<file path="config.mk">
export PLATFORM = sky130hd
export DESIGN_NAME = idc_top
export DESIGN_NICKNAME = d
export VERILOG_FILES = /design/src/rtl/idc_pkg.sv /design/src/rtl/idc_lookup.sv /design/src/rtl/idc_channel.sv /design/src/rtl/idc_top.sv
export SDC_FILE = /design/constraint.sdc
export NUM_CORES = 1
export LEC_CHECK = 0
export ABC_AREA = 1
export ABC_CLOCK_PERIOD_IN_PS = 5200
export BUFFER_PORTS_ARGS = -buffer_cell sky130_fd_sc_hd__buf_2
export CORE_ASPECT_RATIO = 1.2
export CORE_MARGIN = 2
export CORE_UTILIZATION = 50
export CTS_BUF_LIST = sky130_fd_sc_hd__clkbuf_4 sky130_fd_sc_hd__clkbuf_8
export CTS_CLUSTER_DIAMETER = 120
export CTS_CLUSTER_SIZE = 24
export DETAILED_ROUTE_END_ITERATION = 16
export PLACE_DENSITY = 0.78
export RECOVER_POWER = 25
export SYNTH_ARGS = -nofsm -noshare
export SYNTH_HDL_FRONTEND = slang
export SYNTH_SLANG_ARGS = --single-unit
</file>
<file path="constraint.sdc">
create_clock -name clk -period 5.2 [get_ports clk]
set_clock_uncertainty 0.15 [all_clocks]
set_input_delay 0.78 -clock clk [delete_from_list [all_inputs] [get_ports clk]]
set_output_delay 0.78 -clock clk [all_outputs]
set_load 0.02 [all_outputs]
</file>
<file path="src/rtl/idc_pkg.sv">
package idc_pkg;
  localparam int unsigned IDC_NARROW_W = 2;
  localparam int unsigned IDC_SLOTS    = 1 << IDC_NARROW_W;

  function automatic int unsigned idc_cnt_w(input int unsigned max_ot);
    return $clog2(max_ot + 1);
  endfunction
endpackage

</file>
<file path="src/rtl/idc_lookup.sv">
module idc_lookup #(
  parameter int unsigned ID_W  = 8,
  parameter int unsigned SLOTS = 4,
  localparam int unsigned SW   = $clog2(SLOTS)
) (
  input  logic [SLOTS-1:0][ID_W-1:0] tbl_id,
  input  logic [SLOTS-1:0]           busy,
  input  logic [ID_W-1:0]            key,
  output logic                       hit,
  output logic [SW-1:0]              hit_idx,
  output logic                       free_any,
  output logic [SW-1:0]              free_idx
);
  logic [SLOTS-1:0] match;

  for (genvar g = 0; g < SLOTS; g++) begin : g_cmp
    assign match[g] = busy[g] && (tbl_id[g] == key);
  end

  // Descending scans leave the lowest matching index.
  always_comb begin
    hit      = |match;
    free_any = ~&busy;
    hit_idx  = '0;
    free_idx = '0;
    for (int i = SLOTS - 1; i >= 0; i--) begin
      if (match[i]) hit_idx = SW'(i);
      if (!busy[i]) free_idx = SW'(i);
    end
  end
endmodule

</file>
<file path="src/rtl/idc_channel.sv">
module idc_channel #(
  parameter int unsigned ID_W   = 8,
  parameter int unsigned SLOTS  = 4,
  parameter int unsigned MAX_OT = 64,
  localparam int unsigned SW    = $clog2(SLOTS),
  localparam int unsigned CW    = idc_pkg::idc_cnt_w(MAX_OT)
) (
  input  logic            clk,
  input  logic            rst,
  input  logic            up_req_valid,
  input  logic [ID_W-1:0] up_req_id,
  output logic            up_req_ready,
  output logic            dn_req_valid,
  output logic [SW-1:0]   dn_req_id,
  input  logic            dn_req_ready,
  input  logic            dn_rsp_valid,
  input  logic [SW-1:0]   dn_rsp_id,
  input  logic            dn_rsp_last,
  output logic            dn_rsp_ready,
  output logic            up_rsp_valid,
  output logic [ID_W-1:0] up_rsp_id,
  input  logic            up_rsp_ready
);
  logic [SLOTS-1:0][ID_W-1:0] tbl_id;
  logic [CW-1:0]              cnt [SLOTS];
  logic [CW-1:0]              tot;
  logic [SLOTS-1:0]           busy;

  logic          hit, free_any, able, acc, cmp;
  logic [SW-1:0] hit_idx, free_idx, sel;

  for (genvar g = 0; g < SLOTS; g++) begin : g_busy
    assign busy[g] = (cnt[g] != '0);
  end

  idc_lookup #(.ID_W(ID_W), .SLOTS(SLOTS)) u_lookup (
    .tbl_id   (tbl_id),
    .busy     (busy),
    .key      (up_req_id),
    .hit      (hit),
    .hit_idx  (hit_idx),
    .free_any (free_any),
    .free_idx (free_idx)
  );

  assign able = (tot != CW'(MAX_OT)) && (hit || free_any);
  assign sel  = hit ? hit_idx : free_idx;

  assign dn_req_valid = up_req_valid && able;
  assign dn_req_id    = sel;
  assign up_req_ready = dn_req_ready && able;
  assign acc          = up_req_valid && dn_req_ready && able;

  assign up_rsp_valid = dn_rsp_valid;
  assign up_rsp_id    = tbl_id[dn_rsp_id];
  assign dn_rsp_ready = up_rsp_ready;
  assign cmp          = dn_rsp_valid && up_rsp_ready && dn_rsp_last;

  // Table written only on allocation; no reset needed since busy gates use.
  always_ff @(posedge clk) begin
    if (acc && !hit) tbl_id[sel] <= up_req_id;
  end

  for (genvar g = 0; g < SLOTS; g++) begin : g_cnt
    logic inc, dec;
    assign inc = acc && (sel == SW'(g));
    assign dec = cmp && (dn_rsp_id == SW'(g));
    always_ff @(posedge clk) begin
      if (rst) cnt[g] <= '0;
      else begin
        case ({inc, dec})
          2'b10:   cnt[g] <= cnt[g] + 1'b1;
          2'b01:   cnt[g] <= cnt[g] - 1'b1;
          default: cnt[g] <= cnt[g];
        endcase
      end
    end
  end

  always_ff @(posedge clk) begin
    if (rst) tot <= '0;
    else begin
      case ({acc, cmp})
        2'b10:   tot <= tot + 1'b1;
        2'b01:   tot <= tot - 1'b1;
        default: tot <= tot;
      endcase
    end
  end
endmodule

</file>
<file path="src/rtl/idc_top.sv">
module idc_top #(
  parameter int unsigned ID_W    = 8,
  parameter int unsigned N_SLOTS = idc_pkg::IDC_SLOTS,
  parameter int unsigned MAX_OT  = 64,
  localparam int unsigned SW     = $clog2(N_SLOTS)
) (
  input  logic            clk,
  input  logic            rst,
  input  logic            rd_up_req_valid,
  input  logic [ID_W-1:0] rd_up_req_id,
  output logic            rd_up_req_ready,
  output logic            rd_dn_req_valid,
  output logic [SW-1:0]   rd_dn_req_id,
  input  logic            rd_dn_req_ready,
  input  logic            rd_dn_rsp_valid,
  input  logic [SW-1:0]   rd_dn_rsp_id,
  input  logic            rd_dn_rsp_last,
  output logic            rd_dn_rsp_ready,
  output logic            rd_up_rsp_valid,
  output logic [ID_W-1:0] rd_up_rsp_id,
  output logic            rd_up_rsp_last,
  input  logic            rd_up_rsp_ready,
  input  logic            wr_up_req_valid,
  input  logic [ID_W-1:0] wr_up_req_id,
  output logic            wr_up_req_ready,
  output logic            wr_dn_req_valid,
  output logic [SW-1:0]   wr_dn_req_id,
  input  logic            wr_dn_req_ready,
  input  logic            wr_dn_rsp_valid,
  input  logic [SW-1:0]   wr_dn_rsp_id,
  output logic            wr_dn_rsp_ready,
  output logic            wr_up_rsp_valid,
  output logic [ID_W-1:0] wr_up_rsp_id,
  input  logic            wr_up_rsp_ready
);
  assign rd_up_rsp_last = rd_dn_rsp_last;

  idc_channel #(.ID_W(ID_W), .SLOTS(N_SLOTS), .MAX_OT(MAX_OT)) u_rd (
    .clk          (clk),
    .rst          (rst),
    .up_req_valid (rd_up_req_valid),
    .up_req_id    (rd_up_req_id),
    .up_req_ready (rd_up_req_ready),
    .dn_req_valid (rd_dn_req_valid),
    .dn_req_id    (rd_dn_req_id),
    .dn_req_ready (rd_dn_req_ready),
    .dn_rsp_valid (rd_dn_rsp_valid),
    .dn_rsp_id    (rd_dn_rsp_id),
    .dn_rsp_last  (rd_dn_rsp_last),
    .dn_rsp_ready (rd_dn_rsp_ready),
    .up_rsp_valid (rd_up_rsp_valid),
    .up_rsp_id    (rd_up_rsp_id),
    .up_rsp_ready (rd_up_rsp_ready)
  );

  // Write responses are single-beat: every one completes.
  idc_channel #(.ID_W(ID_W), .SLOTS(N_SLOTS), .MAX_OT(MAX_OT)) u_wr (
    .clk          (clk),
    .rst          (rst),
    .up_req_valid (wr_up_req_valid),
    .up_req_id    (wr_up_req_id),
    .up_req_ready (wr_up_req_ready),
    .dn_req_valid (wr_dn_req_valid),
    .dn_req_id    (wr_dn_req_id),
    .dn_req_ready (wr_dn_req_ready),
    .dn_rsp_valid (wr_dn_rsp_valid),
    .dn_rsp_id    (wr_dn_rsp_id),
    .dn_rsp_last  (1'b1),
    .dn_rsp_ready (wr_dn_rsp_ready),
    .up_rsp_valid (wr_up_rsp_valid),
    .up_rsp_id    (wr_up_rsp_id),
    .up_rsp_ready (wr_up_rsp_ready)
  );
endmodule

</file>
==> run summary <==
The flow ran to the end, and the final reports show no timing, DRC or antenna violations. The post-synthesis instance total was 1119; the die height was 153 µm. The count of distinct cell types in the synthesized netlist is 46, and the global-route wire length before repair is 31500 µm.

The tools report the required time reported for the critical path endpoint as 5.28 ns. Cell repeated most along the worst path: inv_1. Overall track demand over capacity in global routing: 0.199. Broken down by cell family, the worst path's largest delay share belongs to simple AND/OR/NAND/NOR gates.

The multi-input combinational cells in the finished layout cover a total of 0.00451 mm². By area the synthesized netlist is led by edfxtp_1, nand2_1, inv_1. The slew at the pin closest to its max-slew limit was 1.06 ns. After synthesis, the most frequently instantiated cells are nand2_1, inv_1, nor2_1. In this run the critical register-to-register path is launched from u_rd.cnt[1][7]. The number of buffers added by the clock tree synthesis step was 17; the setup TNS after final layout was 0 ns. The initial DRC count was 440. Sum of net half-perimeters after detailed placement: 14100 µm. For the number of global-route vias before repair, the log shows 6963. Number of warning messages in the yosys log: 0. The portion of the post-synthesis area used by sequential elements was 0.421. Buffer and inverter count on the worst path: 5. Dividing the detail-routed via count by the number of cells gives 5.17.

The worst setup path is launched from a flop. Number of I/O pins: 60. The number of cell rows is 54, and the maximum cell stage delay along the critical path is 0.44 ns. After layout, the minimum clock period comes to 4.43 ns. In the routed design, unresolved DRC markers number 0.

The layout has 1651 filler cells. The final routed wire length divided by cell count was 13.4 µm. Summing internal, switching and leakage power gives 0.00248 W. During placement, the flow inserted port buffers numbering 59. The library cell contributing the largest single delay on the critical path was edfxtp_1. The tree built by TritonCTS fans out to 134 sinks. The tree is rooted in a clkbuf_8. The power density of the placed cells works out to 246 mW/mm². Of all nets on the critical path, the largest fanout is 9.

In this run the most critical hold path is launched from u_wr.tot[6]. The synthesized design contains 120 enable-type register cells. The number of cells on the worst reg-to-reg path is 24. The worst-case headroom to the max-slew limit was 0.287; the first-pass detailed-route iteration total was 5. For the final net count, the log shows 1261.

Walking the worst path, the cells encountered are inv_1 > ha_1 > inv_1 > nor3_4 > nand2_2 > nand3_2 > nand2_1 > nor2_4 > nand2_2 > nand3_4 > nor2_1 > inv_1 > ha_1 > inv_1 > nor2_1 > inv_1 > fa_1 > nor2_1 > o21ai_0 > a21boi_0 > nor2_1 > o21ai_0 > or2_2 > a21oi_1. In this run the deepest clock path goes through 2 buffers. For this run, the leading register cell type out of synthesis is edfxtp_1. In this run the number of H-tree levels came out at 4. The tool flagged a number of max-cap violations equal to 0. The sort of element at the end of the critical path was a flop.

The share of synthesized registers carrying an async set or reset is 0, and the routability congestion estimate is 0.865. Of all cell types, the one taking the most synthesized area is edfxtp_1. Area overhead of the layout relative to synthesis: 8.98%. For the effective utilization at floorplan, the log shows 0.509. The tools report the worst min-delay path endpoint as u_wr.tot[6]. Setup repair after global routing left no endpoint under its margin. Summing over every cut layer, the via total after detailed routing is 7308. The die covers 0.0195 mm². The clock-pin slew reported for the worst setup and hold paths after clock tree synthesis is 0.08 ns, and the max-slew violation total from the final report is 0. The worst hold path belongs to the class reg -> reg. For this design, the CTS-stage hold fixing added 0 buffers. After synthesis the cells add up to 0.00922 mm².

STA puts the critical path data arrival time at 4.51 ns. The logs give 226 MHz for the maximum clock rate and 0 for the remaining number of nets flagged by the antenna check after routing. The worst register-to-register path ends at u_rd.cnt[1][6]. Buffers added to address setup during post-CTS repair amount to 0.

The region available for standard cell placement spans 0.0181 mm². The total count of hold-check failures in the final report is 0, and the overflow left after global routing is 0. Synthesis inferred 134 register bits.

The share of post-route cells with drive strength above 1 was 0.114; the number of diodes was 0. The number of setup violations in the final report is 0. In the post-synthesis netlist, the cell with the most instances is nand2_1. The overall die width was 128 µm.

For the post-cts repair resize count, the log shows 0. Synthesis produced a netlist with a net count of 1204. The period utilization works out to 0.852. IR analysis of the VDD net gives a maximum drop of 0.160 mV.

The clock latency on the worst-skew pair is 0.47 ns, and the static leakage is 4.34 nW. TritonCTS built the clock tree. Reg2reg setup slack: 0.77 ns. The detailed-route wire length came out at 19000 µm. The setup path with the least slack is of type reg -> reg. The proportion of netlist area held by the largest area contributor was 0.391; the number of antenna violations at the first check in global routing was 0. The maximum number of pins on one net before global-route repair was 25. The synthesized area per cell came out at 8.24 µm². Registers take 0.00388 mm².

Counting instances, the worst hold path has a depth of 2.
## flip-flops by register name, summed over array words and instances, names as in the netlist
name and count:
u_rd.tot 7, u_rd.tbl_id 32, u_rd.cnt 28, u_wr.tot 7, u_wr.cnt 28, u_wr.tbl_id 32
## tightest hold or removal path: cells and delay by family, from the launching register on
family / cells / cell delay [ns]
flops: 1 / 0.34
compound gates: 1 / 0.05
simple gates: 1 / 0.06
## cell type report
class | instances | share of cell area
Multi-Input combinational cell | 778 | 0.449
Sequential cell | 134 | 0.386
Inverter | 181 | 0.0676
Timing Repair Buffer | 64 | 0.0301
Tap cell | 224 | 0.0279
Clock buffer | 18 | 0.0240
Clock inverter | 14 | 0.0151
## layout by cell type, fill, tap and decap left out, types with 3 or more instances in the layout
cell,n
a21oi_1,33
a22oi_1,16
a32o_1,3
buf_2,38
buf_4,4
clkbuf_1,22
clkbuf_8,17
clkinv_2,3
clkinv_4,3
dfxtp_1,14
edfxtp_1,120
fa_1,4
ha_1,50
inv_1,169
inv_2,12
inv_6,4
nand2_1,244
nand2_2,16
nand2_4,3
nand3_1,53
nand3_2,5
nand4_1,8
nor2_1,128
nor2_2,8
nor3_1,17
nor3_2,3
nor3_4,4
nor3b_1,3
o211ai_1,8
o21ai_0,64
o221ai_1,4
o22ai_1,3
or2_2,4
xnor2_1,49
xor2_1,30
## layer usage
layer  wire length, µm  track usage  vias up
li1                  -            -     3760
met1              8300        0.234     3365
met2              9600        0.355      152
met3               712       0.0435       31
met4               373       0.0701        0
met5                 0            0        -
## worst max-delay path by stage
stage	slack, ns	cells past startpoint	to	from
5_1_grt	0.31	24	u_rd.cnt[1][6]	u_rd.cnt[1][7]
3_5_place_dp	0.70	25	u_rd.cnt[1][6]	rd_up_req_id[1]
3_3_place_gp	0.94	25	u_rd.cnt[1][6]	rd_up_req_id[6]
4_1_cts	0.78	24	u_rd.cnt[1][6]	u_rd.cnt[1][7]
6_report	0.77	24	u_rd.cnt[1][6]	u_rd.cnt[1][7]
2_1_floorplan	1.16	25	u_wr.cnt[2][6]	wr_up_req_id[2]
## cells by family (layout without fill, tap and decap cells)
kind of cell / after synthesis / count (layout) / synth area share
buffers and inverters: 207 / 277 / 0.0902
adders and majority gates: 54 / 54 / 0.0765
DFF: 134 / 134 / 0.421
AOI/OAI and AO/OA: 140 / 140 / 0.0890
xor gates and xnor gates: 79 / 79 / 0.0750
and+or+nand+nor: 505 / 505 / 0.248
## through the flow
stage	area [µm²]	hold slack, ns	worst slack, ns	std cells	util
floorplan	9220	0.305	1.16	1119	-
global placement	9690	0.323	0.944	1381	0.535
detailed placement	9690	0.337	0.698	1381	0.535
CTS	10100	0.352	0.782	1413	0.557
global route	10000	0.381	0.307	1413	0.555
finish	10000	0.351	0.769	1413	0.555
## power by group
| group | switching (W) | leakage [nW] | internal [W] |
|---|---|---|---|
| Combinational | 0.000221 | 2.87 | 0.000122 |
| Sequential | 0.0000347 | 1.27 | 0.00121 |
| Clock | 0.000451 | 0.198 | 0.000436 |
| Total | 0.000707 | 4.34 | 0.00177 |
Note: power is estimated with default switching activity, not from simulation.
